--- src/rtl/fdd_bridge_pkg.sv ---
package fdd_bridge_pkg;

   // Port offsets with the alias bit cleared; behaviour depends on ALIAS_BIT only.
   localparam logic [7:0] OFF_STATUS = 8'h80;
   localparam logic [7:0] OFF_DATA   = 8'h82;
   localparam logic [7:0] OFF_CTRL   = 8'h84;
   localparam logic [7:0] OFF_MODE   = 8'hBE;
   localparam int         ALIAS_BIT  = 4;

   // Control register bit positions
   localparam int CTL_RESET = 7;
   localparam int CTL_READY = 6;
   localparam int CTL_TIMER = 2;

   // Mode register bit positions
   localparam int MOD_ALIAS = 0;
   localparam int MOD_DENS  = 1;

   // Fixed switch bits returned from a control read, and the disk flag position
   localparam logic [7:0] CTL_RD_FIXED = 8'h64;
   localparam int         CTL_RD_DISK  = 4;
   localparam logic [5:0] MOD_RD_FIXED = 6'b111110;
   localparam logic [7:0] RD_IDLE      = 8'hFF;

   typedef struct packed {
      logic status;
      logic data;
      logic ctrl;
      logic mode;
   } fdd_sel_t;

   typedef enum logic {
      DENS_DOUBLE = 1'b0,
      DENS_HIGH   = 1'b1
   } fdd_dens_t;

endpackage

--- src/rtl/fdd_bridge_decode.sv ---
module fdd_bridge_decode
   import fdd_bridge_pkg::*;
#(
   parameter int ADDR_W = 8
) (
   input  logic [ADDR_W-1:0] addr,
   input  logic              alias_sel,
   output fdd_sel_t          sel
);

   localparam logic [ADDR_W-1:0] ALIAS_MASK = ADDR_W'(1) << ALIAS_BIT;

   initial begin
      assert (ADDR_W >= 8) else $error("fdd_bridge_decode: ADDR_W must be at least 8");
   end

   logic [ADDR_W-1:0] addr_folded;
   logic              alias_live;

   assign addr_folded = addr & ~ALIAS_MASK;
   assign alias_live  = addr[ALIAS_BIT] != alias_sel;

   always_comb begin
      sel        = '0;
      sel.status = alias_live && (addr_folded == ADDR_W'(OFF_STATUS));
      sel.data   = alias_live && (addr_folded == ADDR_W'(OFF_DATA));
      sel.ctrl   = alias_live && (addr_folded == ADDR_W'(OFF_CTRL));
      sel.mode   = (addr == ADDR_W'(OFF_MODE));
   end

endmodule

--- src/rtl/fdd_bridge_oneshot.sv ---
module fdd_bridge_oneshot #(
   parameter int CYCLES = 1000,
   localparam int CNT_W = (CYCLES < 2) ? 1 : $clog2(CYCLES)
) (
   input  logic clk,
   input  logic rst_n,
   input  logic restart,
   input  logic arm,
   output logic expired
);

   initial begin
      assert (CYCLES >= 1) else $error("fdd_bridge_oneshot: CYCLES must be positive");
   end

   localparam logic [CNT_W-1:0] LOAD = CNT_W'(CYCLES - 1);

   logic [CNT_W-1:0] cnt_q;
   logic             run_q;

   always_ff @(posedge clk) begin
      if (!rst_n) begin
         cnt_q   <= '0;
         run_q   <= 1'b0;
         expired <= 1'b0;
      end else if (restart) begin
         cnt_q   <= LOAD;
         run_q   <= arm;
         expired <= 1'b0;
      end else if (run_q) begin
         if (cnt_q == '0) begin
            run_q   <= 1'b0;
            expired <= 1'b1;
         end else begin
            cnt_q <= cnt_q - 1'b1;
         end
      end
   end

   // a raised flag survives until a restart
   assert_flag_held_R11: assert property (@(posedge clk) disable iff (!rst_n)
      (expired && !restart) |=> expired);
   // the flag only rises at the end of a running count
   assert_rise_from_run_R5: assert property (@(posedge clk) disable iff (!rst_n)
      $rose(expired) |-> $past(run_q));
   // a restart always clears the flag
   assert_restart_clears_R5: assert property (@(posedge clk) disable iff (!rst_n)
      restart |=> !expired);
   assert_count_bound_R5: assert property (@(posedge clk) disable iff (!rst_n)
      run_q |-> (cnt_q <= LOAD));

endmodule

--- src/rtl/fdd_bridge_route.sv ---
module fdd_bridge_route
   import fdd_bridge_pkg::*;
(
   input  fdd_dens_t dens,
   input  logic      irq_src,
   input  logic      drq_src,
   output logic      ir2,
   output logic      ir3,
   output logic      dreq2,
   output logic      dreq3
);

   always_comb begin
      ir2   = 1'b0;
      ir3   = 1'b0;
      dreq2 = 1'b0;
      dreq3 = 1'b0;
      unique case (dens)
         DENS_HIGH: begin
            ir3   = irq_src;
            dreq2 = drq_src;
         end
         default: begin
            ir2   = irq_src;
            dreq3 = drq_src;
         end
      endcase
   end

endmodule

--- src/rtl/fdd_bridge.sv ---
module fdd_bridge
   import fdd_bridge_pkg::*;
#(
   parameter int ADDR_W     = 8,
   parameter int NUM_DRIVES = 4,
   parameter int CLK_KHZ    = 250000,
   parameter int TIMER_MS   = 100
) (
   input  logic                  clk,
   input  logic                  rst_n,
   input  logic [ADDR_W-1:0]     bus_addr,
   input  logic                  bus_wr,
   input  logic                  bus_rd,
   input  logic [7:0]            bus_wdata,
   output logic [7:0]            bus_rdata,
   output logic                  fdc_cs,
   output logic                  fdc_a0,
   output logic                  fdc_wr,
   output logic                  fdc_rd,
   output logic [7:0]            fdc_wdata,
   input  logic [7:0]            fdc_rdata,
   output logic                  fdc_reset,
   output logic                  fdc_ready,
   output logic [NUM_DRIVES-1:0] drive_hd,
   input  logic                  disk_present,
   input  logic                  fdc_irq,
   input  logic                  fdc_drq,
   output logic                  pic_ir2,
   output logic                  pic_ir3,
   output logic                  dma_req2,
   output logic                  dma_req3
);

   localparam int TIMER_CYCLES = CLK_KHZ * TIMER_MS;
   localparam int PAIR_DRIVES  = 2;

   initial begin
      assert (NUM_DRIVES >= PAIR_DRIVES) else $error("fdd_bridge: NUM_DRIVES below 2");
      assert (CLK_KHZ > 0 && TIMER_MS > 0) else $error("fdd_bridge: timer period must be positive");
   end

   fdd_sel_t  sel;
   logic [1:0] mode_q;
   logic       ctl_top_q;
   logic       ready_q;
   logic       pulse_q;
   logic       ctrl_wr;
   logic       mode_wr;
   logic       tmr_irq;
   fdd_dens_t  dens;

   fdd_bridge_decode #(.ADDR_W(ADDR_W)) u_decode (
      .addr      (bus_addr),
      .alias_sel (mode_q[MOD_ALIAS]),
      .sel       (sel)
   );

   assign ctrl_wr = bus_wr && sel.ctrl;
   assign mode_wr = bus_wr && sel.mode;
   assign dens    = fdd_dens_t'(mode_q[MOD_DENS]);

   // Forwarding to the controller core
   assign fdc_cs    = (sel.status || sel.data) && (bus_rd || bus_wr);
   assign fdc_a0    = sel.data;
   assign fdc_wr    = fdc_cs && bus_wr;
   assign fdc_rd    = fdc_cs && bus_rd;
   assign fdc_wdata = bus_wdata;

   always_ff @(posedge clk) begin
      if (!rst_n) begin
         mode_q    <= '0;
         ctl_top_q <= 1'b0;
         ready_q   <= 1'b0;
         pulse_q   <= 1'b0;
      end else begin
         pulse_q <= ctrl_wr && bus_wdata[CTL_RESET] && !ctl_top_q;
         if (ctrl_wr) begin
            ctl_top_q <= bus_wdata[CTL_RESET];
            ready_q   <= bus_wdata[CTL_READY];
         end
         if (mode_wr) begin
            mode_q <= bus_wdata[1:0];
         end
      end
   end

   assign fdc_reset = pulse_q;
   assign fdc_ready = ready_q;

   fdd_bridge_oneshot #(.CYCLES(TIMER_CYCLES)) u_timer (
      .clk     (clk),
      .rst_n   (rst_n),
      .restart (ctrl_wr),
      .arm     (bus_wdata[CTL_TIMER]),
      .expired (tmr_irq)
   );

   fdd_bridge_route u_route (
      .dens    (dens),
      .irq_src (fdc_irq || tmr_irq),
      .drq_src (fdc_drq),
      .ir2     (pic_ir2),
      .ir3     (pic_ir3),
      .dreq2   (dma_req2),
      .dreq3   (dma_req3)
   );

   // Per-drive density: the first pair follows the mode, the rest are fixed
   for (genvar gi = 0; gi < NUM_DRIVES; gi++) begin : g_drive
      if (gi < PAIR_DRIVES) begin : g_pair
         assign drive_hd[gi] = (dens == DENS_HIGH);
      end else begin : g_fixed
         assign drive_hd[gi] = 1'b1;
      end
   end

   // Host read path
   always_comb begin
      bus_rdata = RD_IDLE;
      if (sel.status || sel.data) begin
         bus_rdata = fdc_rdata;
      end else if (sel.ctrl) begin
         bus_rdata = CTL_RD_FIXED;
         bus_rdata[CTL_RD_DISK] = disk_present;
      end else if (sel.mode) begin
         bus_rdata = {MOD_RD_FIXED, mode_q};
      end
   end

   // the controller reset is a single-cycle pulse
   assert_reset_pulse_R3: assert property (@(posedge clk) disable iff (!rst_n)
      fdc_reset |=> !fdc_reset);
   // the dead alias never reaches the controller
   assert_dead_alias_R2: assert property (@(posedge clk) disable iff (!rst_n)
      ((bus_rd || bus_wr) && (bus_addr[ALIAS_BIT] == mode_q[MOD_ALIAS])) |-> !fdc_cs);
   // ready follows the written bit
   assert_ready_follows_R4: assert property (@(posedge clk) disable iff (!rst_n)
      ctrl_wr |=> (fdc_ready == $past(bus_wdata[CTL_READY])));
   // drive 0 density follows the written mode bit
   assert_density_follows_R6: assert property (@(posedge clk) disable iff (!rst_n)
      mode_wr |=> (drive_hd[0] == $past(bus_wdata[MOD_DENS])));
   // a DMA request lands on exactly one channel
   assert_drq_routed_R9: assert property (@(posedge clk) disable iff (!rst_n)
      fdc_drq |-> (dma_req2 != dma_req3));
   // no interrupt appears without a source
   assert_irq_quiet_R9: assert property (@(posedge clk) disable iff (!rst_n)
      (!fdc_irq && !tmr_irq) |-> !(pic_ir2 || pic_ir3));

endmodule

--- config.mk ---
export PLATFORM = sky130hd
export DESIGN_NAME = fdd_bridge
export DESIGN_NICKNAME = d
export VERILOG_FILES = /design/src/rtl/fdd_bridge_pkg.sv /design/src/rtl/fdd_bridge_decode.sv /design/src/rtl/fdd_bridge_oneshot.sv /design/src/rtl/fdd_bridge_route.sv /design/src/rtl/fdd_bridge.sv
export SDC_FILE = /design/constraint.sdc
export NUM_CORES = 1
export LEC_CHECK = 0
export BUFFER_PORTS_ARGS = -buffer_cell sky130_fd_sc_hd__buf_2
export CAP_MARGIN = 30
export CORE_MARGIN = 1
export CORE_UTILIZATION = 40
export CTS_CLUSTER_DIAMETER = 50
export CTS_CLUSTER_SIZE = 30
export DETAILED_ROUTE_END_ITERATION = 6
export GPL_TIMING_DRIVEN = 0
export PLACE_DENSITY_LB_ADDON = 0.2
export SKIP_CTS_REPAIR_TIMING = 1
export SLEW_MARGIN = 10
export SYNTH_ARGS = -nofsm -noshare
export SYNTH_HDL_FRONTEND = slang
export SYNTH_SLANG_ARGS = --single-unit
--- constraint.sdc ---
create_clock -name clk -period 2.6 [get_ports clk]
set_clock_uncertainty 0.2 [all_clocks]
set_input_delay 0.26 -clock clk [delete_from_list [all_inputs] [get_ports clk]]
set_output_delay 0.26 -clock clk [all_outputs]
set_load 0.01 [all_outputs]
Word-level counts from Yosys, hierarchy flattened
Cells that the tools add are included.
{ "word_totals": {"regBits": 32, "input_bits": 31, "output_inout_bits": 30, "word_cells": 50} }
{ "classes": {"add_sub_neg": 1, "eq_ne": 6, "n_mux": 13, "bitwise": 2, "n_reduce_logical": 20} }
{ "ops": {"columns": ["op", "n"], "rows": [
  ["two-way mux 25 bit", 3],
  ["logical NOT 25 bit", 1],
  ["subtractor 25 x 1 -> 25 bit, second input constant", 1],
  ["equality test 7 bit, second input constant", 3],
  ["two-way mux 8 bit", 2],
  ["logical AND 1 bit", 10],
  ["equality test 8 bit, second input constant", 1],
  ["two-way mux 1 bit", 7],
  ["AND reduction 2 bit", 3],
  ["logical OR 1 bit", 3],
  ["two-way mux 3 bit", 1],
  ["inequality test 2 bit, second input constant", 1],
  ["NOT 1 bit", 2],
  ["nonzero test 2 bit", 1],
  ["OR reduction 2 bit", 1],
  ["logical NOT 1 bit", 1],
  ["inequality test 1 bit", 1]
]} }

Longest topological paths before layout
{ "logic_depth": {"word_depth": 5, "depth_mapped": 7, "depth_no_buf": 7} }

Cells and area by module
Synthesis repeated with hierarchy kept, for this count alone.
{ "unflattened": {"cells_unflattened": 234, "hier_area_um2": 2045.7} }
{ "modules_own_cells": {"columns": ["module", "n_inst", "cells_each", "area_per_inst_um2", "seq_area_each_um2"], "rows": [
  ["fdd_bridge_oneshot", 1, 159, 1473.9, 540.5],
  ["fdd_bridge", 1, 59, 461.7, 100.1],
  ["fdd_bridge_decode", 1, 12, 85.1, 0.0],
  ["fdd_bridge_route", 1, 4, 25.0, 0.0]
]} }

Worst setup path before layout
Ideal clock, no wire load.
{ "synth_path": {"path_kind": "register -> register", "from": "register u_timer.cnt_q[2]", "to": "register u_timer.cnt_q[24]", "setup_time_ns": 0.075, "arrival_time_ns": 1.921, "required_ns": 2.325, "setup_slack_ns": 0.405, "stages_incl_launch_ff": 7, "n_path_buf": 1, "period_less_slack_ns": 2.195, "path_cell_list": "dfxtp_1 -> or3_2 -> buf_6 -> nor4_4 -> nand4b_1 -> or3_1 -> a31oi_1"} }
{ "synth_between": {"elab_chain_len": 4, "word_cells_on_any_way": 7, "cone_classes": "add/sub (1); eq/ne (1); mux (3); reduce/logical (2)"} }
{ "synth_lines": {"columns": ["item", "line", "rtl"], "rows": [
  ["start: declaration", "fdd_bridge_oneshot.sv:18", "logic [CNT_W-1:0] cnt_q;"],
  ["start signal: assignment", "fdd_bridge_oneshot.sv:35", "cnt_q <= cnt_q - 1'b1;"],
  ["subtractor 25 x 1 -> 25 bit", "fdd_bridge_oneshot.sv:35", null],
  ["two-way mux 25 bit", "fdd_bridge_oneshot.sv:31", "if (cnt_q == '0) begin"],
  ["two-way mux 25 bit", "fdd_bridge_oneshot.sv:30", "end else if (run_q) begin"],
  ["two-way mux 25 bit", "fdd_bridge_oneshot.sv:26", "end else if (restart) begin"]
]} }
Parallel ways exist; a longest one is shown, timed or not. The select of a mux whose other input is x is not followed.
A chain may end at the register's enable or synchronous reset.

Final worst setup path
{ "layout_path": {"from": "register u_timer.cnt_q[5]", "to": "register u_timer.cnt_q[24]"} }
The elaborated chain is that of the path after synthesis.

==> flow_summary_export.csv <==
group,metric,value,unit
grt,first_global_vias,1667,
logic_synthesis,netlist_instances,227,
grt,grt_usage,18.8,%
power_and_ir_drop,p_leak,0.972,nW
logic_synthesis,synth_edf_count,0,
grt,grt.overflow.total,0,
setup_path,critPathMaxFanout,8,
floorplanning,die_y,70.2,um
placement,pre_cts_ws,0.0692,ns
logic_synthesis,async_reset_ff_share,0,%
placement,dp.cells,335,
final_layout,utilization,52.9,%
sta,fin_ws,0.180,ns
final_layout,drive_above_1_share,30.9,%
sta,fin_setup_tns,0,ns
logic_synthesis,ys_top_cells_by_count,"dfxtp_1 (32), nor2_1 (30), a21oi_1 (21)",
logic_synthesis,syn_avg_cell_area,8.20,um^2
routing,wl_per_cell,12.5,um
clock_tree,clock_sinks,32,
routing,viasPerCell,5.31,
logic_synthesis,syn_area,1860,um^2
placement,place.gp.congestion,0.840,
logic_synthesis,synth_seq_cells,32,
min_path,worstHoldPathType,"in2reg",
logic_synthesis,yosysWarnings,0,
floorplanning,die_w,70.2,um
floorplanning,core.rowCount,24,
final_layout,antennaDiodeCount,0,
sta,finalMaxSlewViolations,0,
power_and_ir_drop,finalPower,0.960,mW
power_and_ir_drop,p_sw_share,25.2,%
logic_synthesis,synthMostInstantiatedCell,"dfxtp_1",
final_layout,final_cells,343,
clock_tree,clk_pin_slew_worst_paths,0.08,ns
final_layout,areaGrowthSynthToFinish,25.6,%
sta,period_share,93.1,%
logic_synthesis,synth_top_area_share,34.4,%
sta,clock.fmax,0.413,GHz
sta,maxSlewHeadroom,34.4,%
power_and_ir_drop,ir_drop,246,uV
routing,first_pass_iters,4,
setup_path,crit_arrival,2.44,ns
routing,drc_errors,0,
logic_synthesis,ys_top_cells_by_area,"dfxtp_1 (34%), nor2_1 (6.1%), a21oi_1 (5.6%)",
logic_synthesis,seq_area_frac_synth,34.4,%
placement,io_buffer_count,55,
floorplanning,dieArea,4930,um^2
power_and_ir_drop,p_int,0.718,mW
floorplanning,initial_utilization,42.1,%
sta,worst_pin_slew,0.970,ns
placement,dp_hpwl,3230,um
setup_path,cp_data_required_time,2.62,ns
logic_synthesis,synth.distinct_cells,47,
power_and_ir_drop,seqPwrFrac,51.2,%
final_layout,final_cell_area,2340,um^2
clock_tree,root_buffer,"clkbuf_8",
setup_path,endpoint_kind,"flip-flop",
final_layout,nNetsFinal,323,
routing,ant_nets,0,
sta,hold_violations,0,
sta,min_period,2.42,ns
routing,via_count,1820,
grt,grt_start_max_net_pins,13,
clock_tree,cts_tree,"built",
power_and_ir_drop,p_sw,0.242,mW
power_and_ir_drop,power_density,411,nW/um^2
clock_tree,cts.path.max_buffers,2,
grt,antenna_found_initial,0,
floorplanning,core_region_area,4410,um^2
placement,place_area,2200,um^2
run_status,outcome,"finished clean",
logic_synthesis,synth-main-ff-cell,"dfxtp_1",
clock_tree,h-tree-depth,2,
floorplanning,io_pins,61,
clock_tree,cts_buffers,5,
power_and_ir_drop,combPwrFrac,8.1,%
clock_tree,clock_latency,0.29,ns
setup_path,worstSetupPathType,"reg2reg",
logic_synthesis,synth_top_area_cell,"dfxtp_1",
sta,rsz0062_at_grt,"no",
setup_path,start_kind,"flip-flop",
sta,hold_slack,0.00707,ns
run,drv_cap,0,
grt,grt_pass1_wl,7500,um
routing,postRouteWirelength,4280,um
power_and_ir_drop,clkPwrFrac,40.7,%
sta,setup_viol,0,
routing,drt_iter0_drc,88,
[cells by family (layout without fill, tap and decap cells)]
kind of cell / after synthesis / after routing / synth area share [%]
AO/OA/AOI/OAI: 46 / 46 / 15.0
XOR/XNOR: 15 / 15 / 7.06
adder cells (fa/ha/maj): 2 / 2 / 1.34
buffers and inverters: 27 / 90 / 8.27
flip-flops: 32 / 32 / 34.4
multiplexers: 6 / 6 / 3.36
other: 1 / 2 / 0.202
AND/OR/NAND/NOR: 98 / 98 / 30.3
[cell usage in the layout, fill, tap and decap left out, types with 6 or more instances in the layout]
cell     netlist  layout
nor2_1        30      30
nand4_1        9       9
or3_1          8       8
nand2_1       10      10
nor3_1         7       7
dfxtp_1       32      32
a21oi_1       21      21
buf_2          0      55
xnor2_1        6       6
inv_1          8       8
buf_4         12      13
a31oi_1        6       6
xor2_1         9       9
[critical path: stages (launching register included)]
cell      delay (ns)
dfxtp_1         0.38
or4_4           0.58
nor4_4          0.52
nand4b_1        0.18
or3_1           0.34
a31oi_1         0.15
[layer usage]
| layer | wire [um] | share of wire (%) | global-route usage, % |
|---|---|---|---|
| met5 | 0 | 0 | 0 |
| met2 | 1860 | 43 | 30.4 |
| met3 | 286 | 6.7 | 5.05 |
| met1 | 2100 | 49 | 24.9 |
| met4 | 38 | 0.89 | 4.67 |
[worst paths after layout]
check,start,end,slack [ns],depth (start not counted)
max,u_timer.cnt_q[5],u_timer.cnt_q[24],0.18,5
min,bus_wdata[7],fdc_reset,0.007,3
max reg2reg,u_timer.cnt_q[5],u_timer.cnt_q[24],0.18,5
min reg2reg,ctl_top_q,fdc_reset,0.22,1
[cell type report]
| cell class | count | area [um^2] |
|---|---|---|
| plain buffers | 18 | 120 |
| clock buffers | 5 | 68.8 |
| clock inverters | 3 | 23.8 |
| fillers | 420 | 2080 |
| inverters | 8 | 30.0 |
| multi-input cells | 169 | 1100 |
| flip-flops and latches | 32 | 641 |
| well taps | 52 | 65.1 |
| repair buffers | 56 | 283 |
[registers in the layout, summed over array words and instances, names as in the netlist]
name / cells
fdc_reset: 1
fdc_ready: 1
u_timer.expired: 1
mode_q: 2
u_timer.cnt_q: 25
ctl_top_q: 1
u_timer.run_q: 1
[power groups by stage]
stage / logic (mW) / clock network (mW) / registers [mW]
5_1_grt: 0.0865 / 0.422 / 0.491
3_3_place_gp: 0.0764 / 0 / 0.503
3_5_place_dp: 0.0770 / 0 / 0.503
2_1_floorplan: 0.0392 / 0 / 0.502
4_1_cts: 0.0773 / 0.397 / 0.491
6_report: 0.0779 / 0.391 / 0.491
No activity file was read; power rests on OpenSTA's default activity.
